--- src/rtl/tmr_rb_pkg.sv ---
package tmr_rb_pkg;
  typedef enum logic [1:0] {
    ACC_CMD = 2'b00,
    ACC_LO  = 2'b01,
    ACC_HI  = 2'b10,
    ACC_LH  = 2'b11
  } acc_e;

  localparam logic [1:0] SEL_RB = 2'b11;
endpackage

--- src/rtl/tmr_cmd_decode.sv ---
module tmr_cmd_decode
  import tmr_rb_pkg::*;
#(
  parameter int CHAN = 0
) (
  input  logic       cw_wr,
  input  logic [7:1] cmd,
  output logic       prog_hit,
  output logic       cnt_req,
  output logic       st_req
);
  localparam logic [1:0] MY_SEL = 2'(CHAN);
  localparam int MASK_BIT = 1 + CHAN;

  logic       is_mine;
  logic       is_rb;
  logic       rb_hit;
  logic [1:0] acc;

  always_comb begin
    is_mine  = (cmd[7:6] == MY_SEL);
    is_rb    = (cmd[7:6] == SEL_RB);
    acc      = cmd[5:4];
    rb_hit   = is_rb && cmd[MASK_BIT];
    prog_hit = cw_wr && is_mine && (acc != ACC_CMD);
    cnt_req  = cw_wr && ((is_mine && acc == ACC_CMD) || (rb_hit && !cmd[5]));
    st_req   = cw_wr && rb_hit && !cmd[4];
  end
endmodule

--- src/rtl/tmr_hold_reg.sv ---
module tmr_hold_reg #(
  parameter int W = 16
) (
  input  logic         clk,
  input  logic         rst,
  input  logic         clear,
  input  logic         capture,
  input  logic         release_i,
  input  logic [W-1:0] din,
  output logic [W-1:0] hold,
  output logic         pend
);
  always_ff @(posedge clk) begin
    if (rst) begin
      hold <= '0;
      pend <= 1'b0;
    end else if (clear || release_i) begin
      pend <= 1'b0;
    end else if (capture && !pend) begin
      hold <= din;
      pend <= 1'b1;
    end
  end
endmodule

--- src/rtl/tmr_byte_seq.sv ---
module tmr_byte_seq
  import tmr_rb_pkg::*;
#(
  parameter int DATA_W = 8
) (
  input  logic                  clk,
  input  logic                  rst,
  input  logic                  rd,
  input  logic                  prog,
  input  acc_e                  acc,
  input  logic                  st_pend,
  input  logic [DATA_W-1:0]     st_val,
  input  logic [2*DATA_W-1:0]   cnt_val,
  output logic [DATA_W-1:0]     rd_data,
  output logic                  cnt_done,
  output logic                  ptr
);
  localparam int NBYTE = 2;

  logic [DATA_W-1:0] bytes [NBYTE];
  logic [DATA_W-1:0] cnt_byte;

  for (genvar i = 0; i < NBYTE; i++) begin : g_split
    assign bytes[i] = cnt_val[i*DATA_W +: DATA_W];
  end

  always_comb begin
    unique case (acc)
      ACC_LO:  cnt_byte = bytes[0];
      ACC_HI:  cnt_byte = bytes[1];
      default: cnt_byte = bytes[ptr];
    endcase
    cnt_done = rd && !st_pend && ((acc != ACC_LH) || ptr);
  end

  always_ff @(posedge clk) begin
    if (rst) begin
      rd_data <= '0;
      ptr     <= 1'b0;
    end else begin
      if (rd) begin
        if (st_pend) begin
          rd_data <= st_val;
        end else begin
          rd_data <= cnt_byte;
          if (acc == ACC_LH) ptr <= ~ptr;
        end
      end
      if (prog) ptr <= 1'b0;
    end
  end
endmodule

--- src/rtl/tmr_readback.sv ---
module tmr_readback
  import tmr_rb_pkg::*;
#(
  parameter int DATA_W = 8,
  parameter int CHAN   = 0
) (
  input  logic                clk,
  input  logic                rst,
  input  logic                cw_wr,
  input  logic [DATA_W-1:0]   cw_data,
  input  logic                rd,
  input  logic [2*DATA_W-1:0] live_count,
  input  logic                out_level,
  input  logic                null_count,
  output logic [DATA_W-1:0]   rd_data
);
  localparam int CNT_W  = 2 * DATA_W;
  localparam int CTRL_W = DATA_W - 2;
  localparam logic [CTRL_W-1:0] CTRL_RST = CTRL_W'({ACC_LH, 4'b0000});

  logic                prog_hit, cnt_req, st_req;
  logic [CTRL_W-1:0]   ctrl_q;
  logic                cnt_pend, st_pend, cnt_done, ptr;
  logic [CNT_W-1:0]    cnt_hold, cnt_sel;
  logic [DATA_W-1:0]   st_now, st_hold;
  logic                st_rel;
  acc_e                acc;

  tmr_cmd_decode #(.CHAN(CHAN)) u_dec (
    .cw_wr    (cw_wr),
    .cmd      (cw_data[7:1]),
    .prog_hit (prog_hit),
    .cnt_req  (cnt_req),
    .st_req   (st_req)
  );

  always_ff @(posedge clk) begin
    if (rst)           ctrl_q <= CTRL_RST;
    else if (prog_hit) ctrl_q <= cw_data[CTRL_W-1:0];
  end

  assign acc    = acc_e'(ctrl_q[5:4]);
  assign st_now = {out_level, null_count, ctrl_q};
  assign st_rel = rd && st_pend;

  tmr_hold_reg #(.W(CNT_W)) u_cnt (
    .clk       (clk),
    .rst       (rst),
    .clear     (prog_hit),
    .capture   (cnt_req),
    .release_i (cnt_done && cnt_pend),
    .din       (live_count),
    .hold      (cnt_hold),
    .pend      (cnt_pend)
  );

  tmr_hold_reg #(.W(DATA_W)) u_st (
    .clk       (clk),
    .rst       (rst),
    .clear     (prog_hit),
    .capture   (st_req),
    .release_i (st_rel),
    .din       (st_now),
    .hold      (st_hold),
    .pend      (st_pend)
  );

  assign cnt_sel = cnt_pend ? cnt_hold : live_count;

  tmr_byte_seq #(.DATA_W(DATA_W)) u_seq (
    .clk      (clk),
    .rst      (rst),
    .rd       (rd),
    .prog     (prog_hit),
    .acc      (acc),
    .st_pend  (st_pend),
    .st_val   (st_hold),
    .cnt_val  (cnt_sel),
    .rd_data  (rd_data),
    .cnt_done (cnt_done),
    .ptr      (ptr)
  );
endmodule

--- config.mk ---
export PLATFORM = sky130hd
export DESIGN_NAME = tmr_readback
export DESIGN_NICKNAME = d
export VERILOG_FILES = /design/src/rtl/tmr_rb_pkg.sv /design/src/rtl/tmr_cmd_decode.sv /design/src/rtl/tmr_hold_reg.sv /design/src/rtl/tmr_byte_seq.sv /design/src/rtl/tmr_readback.sv
export SDC_FILE = /design/constraint.sdc
export NUM_CORES = 1
export LEC_CHECK = 0
export ABC_CLOCK_PERIOD_IN_PS = 2300
export BUFFER_PORTS_ARGS = -buffer_cell sky130_fd_sc_hd__buf_4
export CORE_AREA = 2 2 69 88
export CTS_BUF_LIST = sky130_fd_sc_hd__clkbuf_8
export CTS_CLUSTER_DIAMETER = 50
export DETAILED_ROUTE_END_ITERATION = 8
export DIE_AREA = 0 0 71 90
export GPL_ROUTABILITY_DRIVEN = 1
export GPL_TIMING_DRIVEN = 0
export PLACE_DENSITY = 0.51
export REMOVE_ABC_BUFFERS = 1
export SLEW_MARGIN = 20
export SYNTH_ARGS = -nofsm -noshare
export SYNTH_HDL_FRONTEND = slang
export SYNTH_SLANG_ARGS = --single-unit
export TNS_END_PERCENT = 1
--- constraint.sdc ---
create_clock -name clk -period 2.3 [get_ports clk]
set_clock_uncertainty 0.1 [all_clocks]
set_input_delay 0.46 -clock clk [delete_from_list [all_inputs] [get_ports clk]]
set_output_delay 0.46 -clock clk [all_outputs]
set_load 0.01 [all_outputs]
==> results of run 1 <==
## power groups by stage
stage | Sequential [W] | Clock [W] | Combinational, W
after global placement | 0.000773 | 0 | 0.000208
after detailed placement | 0.000773 | 0 | 0.000212
after CTS | 0.000756 | 0.000610 | 0.000213
after floorplan | 0.000773 | 0 | 0.000101
after global routing | 0.000760 | 0.000647 | 0.000229
final | 0.000755 | 0.000589 | 0.000208
## cells by family after synthesis
kind of cell,after synthesis,share of synthesized area (%)
buf+inv,16,5.27
fa+ha+maj,3,1.98
flops,41,43.2
compound gates,31,11.9
simple gates,51,12.9
mux,46,24.2
xor+xnor,1,0.461
## path summary, 6_finish.rpt
check	endpoint	slack (ns)	cells past startpoint
max	u_seq.rd_data[1]	0.15	5
min	u_st.hold[6]	0.30	3
max reg2reg	u_seq.rd_data[1]	0.15	5
min reg2reg	u_cnt.hold[12]	0.40	2
## worst max-delay path, delay by kind of cell, from the launching register on
family	cells	cell delay, ns
adders and majority gates	1	0.32
DFF	1	0.41
buffers and inverters	1	0.07
muxes	1	0.71
AOI/OAI and AO/OA	2	0.43
## sequential cells by signal (all words and copies together) (netlist names)
name           flops
u_cnt.hold        16
u_seq.rd_data      8
u_st.hold          8
ctrl_q             6
u_cnt.pend         1
u_seq.ptr          1
u_st.pend          1
## cells in the mapped netlist (2+ instances only)
library cell	count
inv_1	3
nor2b_1	9
clkbuf_1	6
a21oi_1	7
o22ai_1	8
buf_6	2
o2bb2ai_1	8
ha_1	3
nand2b_1	2
nor2_1	31
buf_4	2
dfxtp_1	41
mux2i_1	46
a221o_1	2
nor3_1	2
nand2_1	2
## timing repair
action / CTS / global route
buffers inserted: 0 / 0
setup endpoints to repair: 0 / 16
resized for setup: 0 / 1
## layer usage
| layer | GRT usage (%) | routed length (um) |
|---|---|---|
| met1 | 18.1 | 1930 |
| met2 | 20.6 | 1900 |
| met3 | 3.59 | 189 |
| met4 | 5.66 | 68 |
| met5 | 0 | 0 |
## stage by stage
stage          area [sq um]  cells  util, %  setup WS, ns  total power [W]
2_1_floorplan          1810    176        -         0.421         0.000874
3_3_place_gp           2170    279     38.6       -0.0678         0.000981
3_5_place_dp           2180    279     38.8        0.0991         0.000984
4_1_cts                2300    287     40.8        0.0733          0.00158
5_1_grt                2300    287     40.8        0.0340          0.00164
6_report               2300    287     40.8         0.148          0.00155
## cell usage in the layout (no fill, tap or decap), drive strengths merged
cell / netlist / layout
nor2b: 9 / 9
xnor2: 1 / 1
nor2: 31 / 31
o22ai: 8 / 8
dfxtp: 41 / 41
a21oi: 7 / 7
nand2b: 2 / 2
ha: 3 / 3
o21ai: 1 / 1
a211oi: 2 / 2
bufinv: 0 / 1
nand3b: 1 / 1
inv: 3 / 4
nand3: 1 / 1
and3: 1 / 1
buf: 7 / 37
nor3b: 1 / 1
o2bb2ai: 8 / 8
o211ai: 1 / 1
clkbuf: 6 / 6
and2: 1 / 1
a221o: 2 / 2
a31oi: 1 / 1
nand2: 2 / 2
mux2i: 46 / 46
o21a: 1 / 1
nor3: 2 / 2
## final cells by class
| cell class | count | area, sq um | share of cell area [%] |
|---|---|---|---|
| Clock buffer | 6 | 82.6 | 3.59 |
| Clock inverter | 2 | 33.8 | 1.47 |
| Inverter | 3 | 11.3 | 0.490 |
| Multi-Input combinational cell | 132 | 987 | 43.0 |
| Sequential cell | 41 | 822 | 35.8 |
| Tap cell | 66 | 82.6 | 3.59 |
| Timing Repair Buffer | 37 | 278 | 12.1 |
==> flow_summary.toml, run 1 <==
[clock_tree]
clkTransAtPathRegs_ns = 0.08
cts_num_sinks = 41
numCtsBuffers = 5
clock_latency_ns = 0.29
cts_tree = "done"
h-tree-depth = 2
cts_buffer_depth = 2
clockRootBuffer = "clkbuf_8"
cts_hold_buf = 0

[drt]
drcViolationCount = 0
ant_nets = 0
post_drt_wl_per_cell_um = 14.2
postRouteWirelength_um = 4090
via_per_inst = 4.91
dr_total_vias = 1408
drt_iter0_markers = 51
firstDrtPassIters = 4

[power]
clockPowerShare_pct = 37.9
ir_drop_uv = 313
switching_share_pct = 23.2
power_frac_seq_pct = 48.6
p_per_area_nw_per_um2 = 676
comb_power_share_pct = 13.4
switchingPower_w = 0.000360
power.leakage_nw = 1.05
p_int_w = 0.00119

[logic_synthesis]
netlist_area_sq_um = 1900
ys_seq_area_share_pct = 43.2
ys_ff_latch = 41
async_flop_share_pct = 0
yosysUniqueCellTypes = 31
ys_top_cells_by_area = "dfxtp_1 (43%), mux2i_1 (24%), nor2_1 (6.1%), o2bb2ai_1 (3.7%), nor2b_1 (3.0%)"
yosysWarningCount = 0
yosysTopAreaCell = "dfxtp_1"
synth_top_flop_cell = "dfxtp_1"
synth_edf_count = 0
syn_area_per_cell_sq_um = 10.0
synth_top_area_share_pct = 43.2
synthCells = 189

[placement]
gp_congestion = 0.754
hpwl_um = 2780
place.port_buffers = 37

[cells_and_area]
fill_cells = 568
syn_to_final_growth_pct = 20.9
fin_nets = 253
n_antenna_cell = 0
drive_gt1_share_pct = 22.2

[setup_path]
crit_chain = "inv_1 -> ha_1 -> mux2i_1 -> o22ai_1 -> o2bb2ai_1"
cp_max_fo = 8
rr_startpoint = "ctrl_q[4]"
crit_required_ns = 2.37
cp-start-kind = "flip-flop"
critical_path_class = "reg2reg"
cpPeakStageDelay_ns = 0.71
cp-end-kind = "flip-flop"
cpMaxStageDelayCell = "mux2i_1"
crit_path_start = "ctrl_q[4]"
crit_arrival_ns = 2.22

[floorplan]
std_cell_rows = 31
core_sq_um = 5620
initial_core_util_pct = 33.8
fp.dieH_um = 90
die_x_um = 71
ios = 38
die-area_sq_um = 6390

[worst_hold_path]
min-delay-start = "null_count"
hold_path.class = "in2reg"

[sta]
period_share_pct = 93.5
slew_violations = 0
max_freq_mhz = 465
hold_viol = 0
worst_pin_slew_ns = 0.835
max-slew-margin-rel_pct = 42.7
setup-tns-final_ns = 0
period_needed_ns = 2.15
setup_violations = 0
hold_slack_ns = 0.300
rsz0062_at_grt = "no"

[global_routing]
grt_pass1_vias = 1395
grt_pass1_wl_um = 6840
grt_start_max_net_pins = 43
grt.overflow.total = 0
grt_antenna_before_repair = 0
grt_util_all_layers_pct = 13.6

[run_status]
status = "complete, no violations"

[flow_run]
cap_violations = 0
Power figures use the tool's default switching activity.
==> inputs of run 2 (changes only) <==
- ABC_AREA: unset -> 1
- CORE_AREA: 2 2 69 88 -> 2 2 74 94
- DIE_AREA: 0 0 71 90 -> 0 0 76 96
- PLACE_DENSITY: 0.51 -> 0.5
==> flow_summary.toml, run 2 <==
[setup_path]
cp-end-kind = "flip-flop"
cp-start-kind = "flip-flop"
rr_startpoint = "u_cnt.pend"
r2r_cells = 5
r2r-end = "u_cnt.hold[15]"
crit_arrival_ns = 2.01
reg2reg_slack_ns = 0.38
crit_required_ns = 2.39
critical_path_class = "reg2reg"
cp_max_fo = 21

[cells_and_area]
largest_register_ff_count = 16
final_cell_mix = "nand2_1 (142), dfxtp_1 (41), buf_4 (37)"
syn_to_final_growth_pct = 19.4
fin_nets = 392
top_regs = "u_cnt.hold: 16 flops, u_seq.rd_data: 8 flops, u_st.hold: 8 flops"
n_antenna_cell = 0
layout_commonest_cell = "nand2_1"
drive_gt1_share_pct = 16.9
regMostFlops = "u_cnt.hold"
final_design_area_no_fill_sq_um = 2610

[floorplan]
die_x_um = 76
initial_core_util_pct = 34.1
fp.dieH_um = 96
std_cell_rows = 33
ios = 38
core_sq_um = 6400
die-area_sq_um = 7300

[worst_hold_path]
min-delay-start = "out_level"
min_to = "u_st.hold[7]"
hold_path.class = "in2reg"
hold_depth = 3

[clock_tree]
cts_buffer_depth = 2
h-tree-depth = 2
clockRootBuffer = "clkbuf_8"
cts_tree = "done"
cts_hold_buf = 0
cts_num_sinks = 41
numCtsBuffers = 5
clock_latency_ns = 0.29
cts_resized = 0
clkTransAtPathRegs_ns = 0.08
post_cts_buffers = 0

[logic_synthesis]
async_flop_share_pct = 0
yosysWarningCount = 0
synth_top_area_share_pct = 37.6
netlist_area_sq_um = 2180
yosysMostFrequentCell = "nand2_1"
ys_top_cells_by_area = "dfxtp_1 (38%), nand2_1 (24%), nand3b_1 (5.5%), a21oi_1 (5.3%), nor2_1 (5.2%)"
synthCells = 328
synth_top_flop_cell = "dfxtp_1"
yosysUniqueCellTypes = 26
syn_area_per_cell_sq_um = 6.65
ys_ff_latch = 41
synth_common_cells = "nand2_1 (142), dfxtp_1 (41), nor2_1 (30)"
synth_edf_count = 0
ys_seq_area_share_pct = 37.6
yosysTopAreaCell = "dfxtp_1"

[global_routing]
grt_antenna_before_repair = 0
grt_start_max_net_pins = 34
grt_pass1_vias = 1827
grt.overflow.total = 0
grt_util_all_layers_pct = 14.4
grt_pass1_wl_um = 8400

[drt]
dr_total_vias = 1974
ant_nets = 0
firstDrtPassIters = 4
post_drt_wl_per_cell_um = 11.1
postRouteWirelength_um = 4980
drt_iter0_markers = 77
drcViolationCount = 0
via_per_inst = 4.42

[run_status]
status = "complete, no violations"

[placement]
gp_congestion = 0.708
place.port_buffers = 37
place_area_sq_um = 2490
hpwl_um = 3410

[sta]
period_share_pct = 83.6
hold_slack_ns = 0.290
worst_pin_slew_ns = 0.990
rsz0062_at_grt = "no"
max_freq_mhz = 520
setup_violations = 0
slew_violations = 0
hold_viol = 0
max-slew-margin-rel_pct = 33.9
setup-tns-final_ns = 0
period_needed_ns = 1.92

[power]
power.leakage_nw = 1.27
p_per_area_nw_per_um2 = 627
ir_drop_uv = 302

[flow_run]
cap_violations = 0
-- run 2: changes by cell type after synthesis, moves of 9 or more --
cell | previous run | this run
nand2_1 | 2 | 142
nand3b_1 | 1 | 16
inv_1 | 3 | 27
mux2i_1 | 46 | 0
nor2b_1 | 9 | 0
a21oi_1 | 7 | 23
-- run 2: cell type report --
class / instances / area (sq um)
clock buffers: 6 / 82.6
repair buffers: 38 / 293
fillers: 718 / 3790
multi-input cells: 244 / 1150
well taps: 87 / 109
inverters: 29 / 114
flip-flops and latches: 41 / 821
clock inverters: 2 / 33.8
-- run 2: worst max-delay path by stage --
stage	slack [ns]	endpoint	from
after global routing	0.21	u_cnt.hold[9]	u_cnt.pend
after CTS	0.35	u_cnt.hold[10]	u_cnt.pend
after detailed placement	0.31	u_st.hold[0]	rst
after global placement	0.08	u_cnt.hold[15]	u_cnt.pend
after floorplan	0.59	u_cnt.hold[0]	u_cnt.pend
final	0.38	u_cnt.hold[15]	u_cnt.pend
-- run 2: through the flow --
stage / utilization, % / instances / power, W / setup WS [ns]
finish: 40.7 / 447 / 0.00163 / 0.377
floorplan: - / 314 / 0.000940 / 0.588
global placement: 38.6 / 438 / 0.00105 / 0.0754
CTS: 40.7 / 447 / 0.00166 / 0.355
detailed placement: 38.9 / 439 / 0.00106 / 0.314
global route: 40.7 / 447 / 0.00173 / 0.207
-- run 2: routing by layer --
| layer | up-vias | track usage (%) | part of all wire (%) |
|---|---|---|---|
| li1 | 1073 | - | - |
| met1 | 867 | 17.9 | 49 |
| met2 | 30 | 25.0 | 47 |
| met3 | 4 | 3.10 | 3.0 |
| met4 | 0 | 5.00 | 1.4 |
| met5 | - | 0 | 0 |
-- run 2: critical path, cell delays in order (launching register included) --
cell	delay [ns]
dfxtp_1	0.61
nor3_4	0.62
buf_8	0.24
nand3b_1	0.09
nand2_1	0.10
nor2_1	0.05
-- run 2: where the power goes --
part / leakage [nW] / internal, W / total [W] / switching [W]
Combinational: 0.869 / 0.000116 / 0.000272 / 0.000156
Sequential: 0.334 / 0.000741 / 0.000764 / 0.0000223
Clock: 0.0626 / 0.000350 / 0.000599 / 0.000249
-- run 2: cells by family (layout without fill, tap and decap cells) --
kind of cell,count (synthesis),in the layout,share of synthesized area [%]
AO/OA/AOI/OAI,44,44,11.9
buffers and inverters,43,75,9.86
AND/OR/NAND/NOR,196,196,38.5
XOR/XNOR,1,1,0.401
adder cells (fa/ha/maj),3,3,1.72
flip-flops,41,41,37.6
